### src/rtl/sreg_pkg.sv
// Shared definitions for the registered parity buffer.
// Assumes: selects are active low and both must be asserted to capture.
package sreg_pkg;
    localparam int unsigned SREG_W_DEFAULT   = 25;
    localparam int unsigned SREG_ACT_DEFAULT = 8;

    // Capture qualifier: both active-low selects asserted.
    function automatic logic sel_active(input logic dev_n, input logic reg_n);
        return (~dev_n) & (~reg_n);
    endfunction
endpackage

### src/rtl/sreg_capture.sv
// Input register stage: holds the word, its parity bit and a capture flag.
// Assumes: cap is already qualified by the selects; synchronous active-low reset.
module sreg_capture #(
    parameter int unsigned W = 25
) (
    input  logic         clk,
    input  logic         rst_n,
    input  logic         cap,
    input  logic [W-1:0] d,
    input  logic         par,
    output logic [W-1:0] q,
    output logic         par_q,
    output logic         cap_q
);
    // Register the word and parity on capture, hold otherwise.
    always_ff @(posedge clk) begin
        if (!rst_n) begin
            q     <= '0;
            par_q <= 1'b0;
            cap_q <= 1'b0;
        end else begin
            cap_q <= cap;
            if (cap) begin
                q     <= d;
                par_q <= par;
            end
        end
    end
endmodule

### src/rtl/sreg_act_window.sv
// Counts edges since reset release and masks error reporting until
// ACT_CYCLES edges have passed. Assumes ACT_CYCLES >= 1.
module sreg_act_window #(
    parameter int unsigned ACT_CYCLES = 8
) (
    input  logic clk,
    input  logic rst_n,
    output logic masked
);
    localparam int unsigned CW = $clog2(ACT_CYCLES + 1);
    localparam logic [CW-1:0] LIMIT = CW'(ACT_CYCLES);

    logic [CW-1:0] cnt;

    // Saturating count of edges seen with reset released.
    always_ff @(posedge clk) begin
        if (!rst_n)
            cnt <= '0;
        else if (cnt != LIMIT)
            cnt <= cnt + 1'b1;
    end

    // Mask stays on until the count reaches the limit.
    always_comb masked = (cnt < LIMIT);
endmodule

### src/rtl/sreg_parity_pipe.sv
// Parity check pipeline beside the data path. Stage 1 folds the captured
// word and parity bit into one odd/even result and drives ppo. Stage 2
// turns that result into the active-low error flag.
// Assumes: even parity; mask comes from the activation window.
module sreg_parity_pipe #(
    parameter int unsigned W = 25
) (
    input  logic         clk,
    input  logic         rst_n,
    input  logic [W-1:0] q,
    input  logic         par_q,
    input  logic         cap_q,
    input  logic         mask,
    output logic         ppo,
    output logic         err_n
);
    logic odd_now;
    logic stg_vld;
    logic stg_odd;

    // Combined XOR of the captured word and its parity bit.
    always_comb odd_now = (^q) ^ par_q;

    // Stage 1: sample the parity result only for captured words.
    always_ff @(posedge clk) begin
        if (!rst_n) begin
            stg_vld <= 1'b0;
            stg_odd <= 1'b0;
            ppo     <= 1'b0;
        end else begin
            stg_vld <= cap_q;
            if (cap_q) begin
                stg_odd <= odd_now;
                ppo     <= odd_now;
            end
        end
    end

    // Stage 2: one-clock low pulse per failing word, unless masked.
    always_ff @(posedge clk) begin
        if (!rst_n)
            err_n <= 1'b1;
        else
            err_n <= ~(stg_vld & stg_odd & ~mask);
    end
endmodule

### src/rtl/sreg_parity_buffer.sv
// Top: registered command/address buffer with an even-parity checker.
// Assumes: single-device use; synchronous active-low reset.
module sreg_parity_buffer
    import sreg_pkg::*;
#(
    parameter int unsigned W          = SREG_W_DEFAULT,
    parameter int unsigned ACT_CYCLES = SREG_ACT_DEFAULT
) (
    input  logic         clk,
    input  logic         rst_n,
    input  logic         sel_dev_n,
    input  logic         sel_reg_n,
    input  logic [W-1:0] d_in,
    input  logic         par_in,
    output logic [W-1:0] q_out,
    output logic         ppo,
    output logic         err_n
);
    logic cap;
    logic par_q;
    logic cap_q;
    logic act_mask;

    // Capture qualifier from both selects.
    always_comb cap = sel_active(sel_dev_n, sel_reg_n);

    sreg_capture #(.W(W)) u_cap (
        .clk   (clk),
        .rst_n (rst_n),
        .cap   (cap),
        .d     (d_in),
        .par   (par_in),
        .q     (q_out),
        .par_q (par_q),
        .cap_q (cap_q)
    );

    sreg_act_window #(.ACT_CYCLES(ACT_CYCLES)) u_act (
        .clk    (clk),
        .rst_n  (rst_n),
        .masked (act_mask)
    );

    sreg_parity_pipe #(.W(W)) u_par (
        .clk   (clk),
        .rst_n (rst_n),
        .q     (q_out),
        .par_q (par_q),
        .cap_q (cap_q),
        .mask  (act_mask),
        .ppo   (ppo),
        .err_n (err_n)
    );
endmodule

### config.mk
export PLATFORM = sky130hd
export DESIGN_NAME = sreg_parity_buffer
export DESIGN_NICKNAME = d
export VERILOG_FILES = /design/src/rtl/sreg_pkg.sv /design/src/rtl/sreg_capture.sv /design/src/rtl/sreg_act_window.sv /design/src/rtl/sreg_parity_pipe.sv /design/src/rtl/sreg_parity_buffer.sv
export SDC_FILE = /design/constraint.sdc
export NUM_CORES = 1
export LEC_CHECK = 0
export BUFFER_PORTS_ARGS = -buffer_cell sky130_fd_sc_hd__buf_2
export CORE_MARGIN = 2
export CORE_UTILIZATION = 40
export CTS_CLUSTER_SIZE = 8
export DETAILED_ROUTE_END_ITERATION = 6
export HOLD_SLACK_MARGIN = 0.15
export PLACE_DENSITY = 0.69
export SYNTH_ARGS = -nofsm -noshare
export SYNTH_HDL_FRONTEND = slang
export SYNTH_SLANG_ARGS = --single-unit
### constraint.sdc
create_clock -name clk -period 1.4 [get_ports clk]
set_clock_uncertainty 0.2 [all_clocks]
set_input_delay 0.07 -clock clk [delete_from_list [all_inputs] [get_ports clk]]
set_output_delay 0.07 -clock clk [all_outputs]
set_load 0.02 [all_outputs]
==> impl_metrics.toml <==
[sta]
rsz0062_at_grt = "true"
layout_worst_path_cycle_share_pct = 118.5
tightest_slew_ns = 0.5188
fmax_mhz = 602.6
fin_crit_ns = 1.660
finalSetupViolCount = 1
drv_slew = 0
setup_ws_ns = -0.2596
fin_hold_ws_ns = 0.2120
hold_viol = 0
relSlewSlack_pct = 65.42

[route]
num_vias = 1456
drc = 0
wl_met2_mm = 1.932
drt_pass1_iterations = 4
post_drt_wl_per_cell_um = 11.31
wirelength_mm = 3.700
dr.first_iter.drc_count = 47
drt-met1-wl_mm = 1.576
routed-wl-met3_um = 140
maxUsedRoutingLayer = "met4"
antenna_left = 0
drt-vias-per-instance = 4.453

[floorplanning]
initial_core_util_pct = 41.26
die_x_um = 64.99
die_y_um = 64.99
core-area_um2 = 3606
rows = 22
die_area_um2 = 4223
io_pins = 57

[setup_path]
reg2reg_slack_ns = -0.26
critPathLaunchType = "flip-flop"
slowest_delay_ns = 0.41
reg2reg_from = "u_cap.q[14]"
critPathKind = "flip-flop to flip-flop"
crit_buf_inv = 0
critPathCaptureType = "flip-flop"
required_ns = 1.36
crit_family = "XOR/XNOR gates"
cp-startpoint = "u_cap.q[14]"
critPathArrivalTime_ns = 1.62
path_common_cell = "xnor3_1"
crit_path_top_delay_cell = "xnor3_1"
path_max_fanout = 3
path_cells = "xnor2_2, xnor2_1, xnor3_1, xnor3_1, a21oi_2"

[cts]
clock_sinks = 34
clk_pin_slew_ns = 0.07
cts_setup_buffers = 0
cts_tree = "done"
clock_path_buffers = 2
worstSkewPairLatency_ns = 0.27
ctsRootBufferMaster = "clkbuf_8"
numCtsBuffers = 5
htree_levels = 2

[synth]
synth_seq_area_share_pct = 45.75
netlist.top_cell.by_area = "dfxtp_1"
yosysTopAreaCellShare_pct = 45.75
ys_ff_latch = 34
avgSynthCellArea_um2 = 8.908
yosys-top-cells-area = "dfxtp_1, nand2_1, a21boi_0, xnor2_1, xnor3_1"
yosys_warnings = 0
syn-instance-count = 167
syn-num-nets = 199
syn_area_um2 = 1488
synth_cell_types = 18

[finish]
postLayoutCellArea_um2 = 2522
mostFrequentLayoutCells = "buf_2, nand2_1, dlygate4sd3_1, buf_4, a21boi_0"
syn2layout_area_growth_pct = 69.55
num-nets-final = 310
diodes = 0
drive_gt1_share_pct = 44.44
final_common_cell = "buf_2"

[placement]
dp_hpwl_mm = 2.329
gp_congestion = 0.6856
place_area_um2 = 2100
io_buffers = 56

[power]
p_leak_uw = 0.001134
pwr_density_cell_nw_per_um2 = 969.2
ir_drop_uv = 628.4

[global_route]
grt_overflow = 0
antenna_found_initial = 0
grt_max_degree = 27
first_global_vias = 1381
grt_pass1_wl_mm = 5.885
grtUsageTotal_pct = 18.56

[flow_run]
maxCapViolCount = 0

[hold_path]
min_from = "u_par.stg_vld"
hold_path.class = "flip-flop to flip-flop"

[outcome]
status = "complete, but fails checks"
violations = "setup timing"
through the flow:
step	total power [uW]	setup TNS (ns)	instances	setup slack, ns	util, %
finish	2445	-0.2596	327	-0.2596	69.95
global route	2561	-0.3476	327	-0.3469	69.95
CTS	2464	-0.2768	329	-0.2768	69.78
global placement	1525	-0.2079	290	-0.2079	58.22
floorplan	1364	-0.1998	167	-0.1998	-
detailed placement	1535	-0.2656	290	-0.2656	58.22
path summary, 6_finish.rpt:
check                           depth (start not counted)     endpoint
worst max-delay path                                    5    u_par.ppo
worst min-delay path                                    1  u_par.err_n
worst max register to register                          5    u_par.ppo
worst min register to register                          1  u_par.err_n
synth_stat cells, drive strengths merged:
| master | number |
|---|---|
| a21boi | 27 |
| a21oi | 1 |
| and2 | 5 |
| clkbuf | 8 |
| dfxtp | 34 |
| ha | 2 |
| inv | 2 |
| mux2i | 1 |
| nand2 | 55 |
| nand3 | 1 |
| nand4 | 1 |
| nor2 | 2 |
| o21ai | 2 |
| or2 | 1 |
| xnor2 | 21 |
| xnor3 | 2 |
| xor2 | 2 |
repair_timing:
| item | 4_1_cts | 5_1_grt |
|---|---|---|
| hold endpoints to repair | 34 | 7 |
| endpoints found under the setup margin | 1 | 15 |
| gates resized for setup | 0 | 9 |
| pin swaps | 0 | 2 |
| cloned | 0 | 0 |
| hold buffers | 31 | 1 |
logic make-up after synthesis:
kind of cell | after synthesis | share of synthesized area [%]
and+or+nand+nor | 65 | 17.66
buffers and inverters | 10 | 2.523
muxes | 1 | 0.6729
DFF | 34 | 45.75
AOI/OAI and AO/OA | 30 | 14.63
xor gates and xnor gates | 25 | 17.07
adders and majority gates | 2 | 1.682
sequential cells by signal, summed over array words and instances (netlist names):
| register | cells |
|---|---|
| u_par.err_n | 1 |
| u_par.stg_vld | 1 |
| u_cap.q | 25 |
| u_act.cnt | 4 |
| u_cap.cap_q | 1 |
| u_par.ppo | 1 |
| u_cap.par_q | 1 |
where the power goes:
part	internal (uW)	total (uW)	leakage (uW)	switching, uW
sequential	1010	1050	0.000291	37.1
clock	532	856	0.0000524	324
combinational	322	543	0.000791	221
cell type report:
type	instances	area [um2]
fill	290	1084
multi-input combinational	123	823.3
timing repair buffer	112	789.5
sequential	34	735.7
clock buffer	7	76.32
tap	48	60.06
clock inverter	1	30.03
inverter	2	7.507
metal layers:
layer	vias up	GRT usage [%]
met5	-	0
met4	0	6.383
met3	6	4.688
met2	37	36.08
met1	662	18.89
li1	751	-
Power figures use the tool's default switching activity.
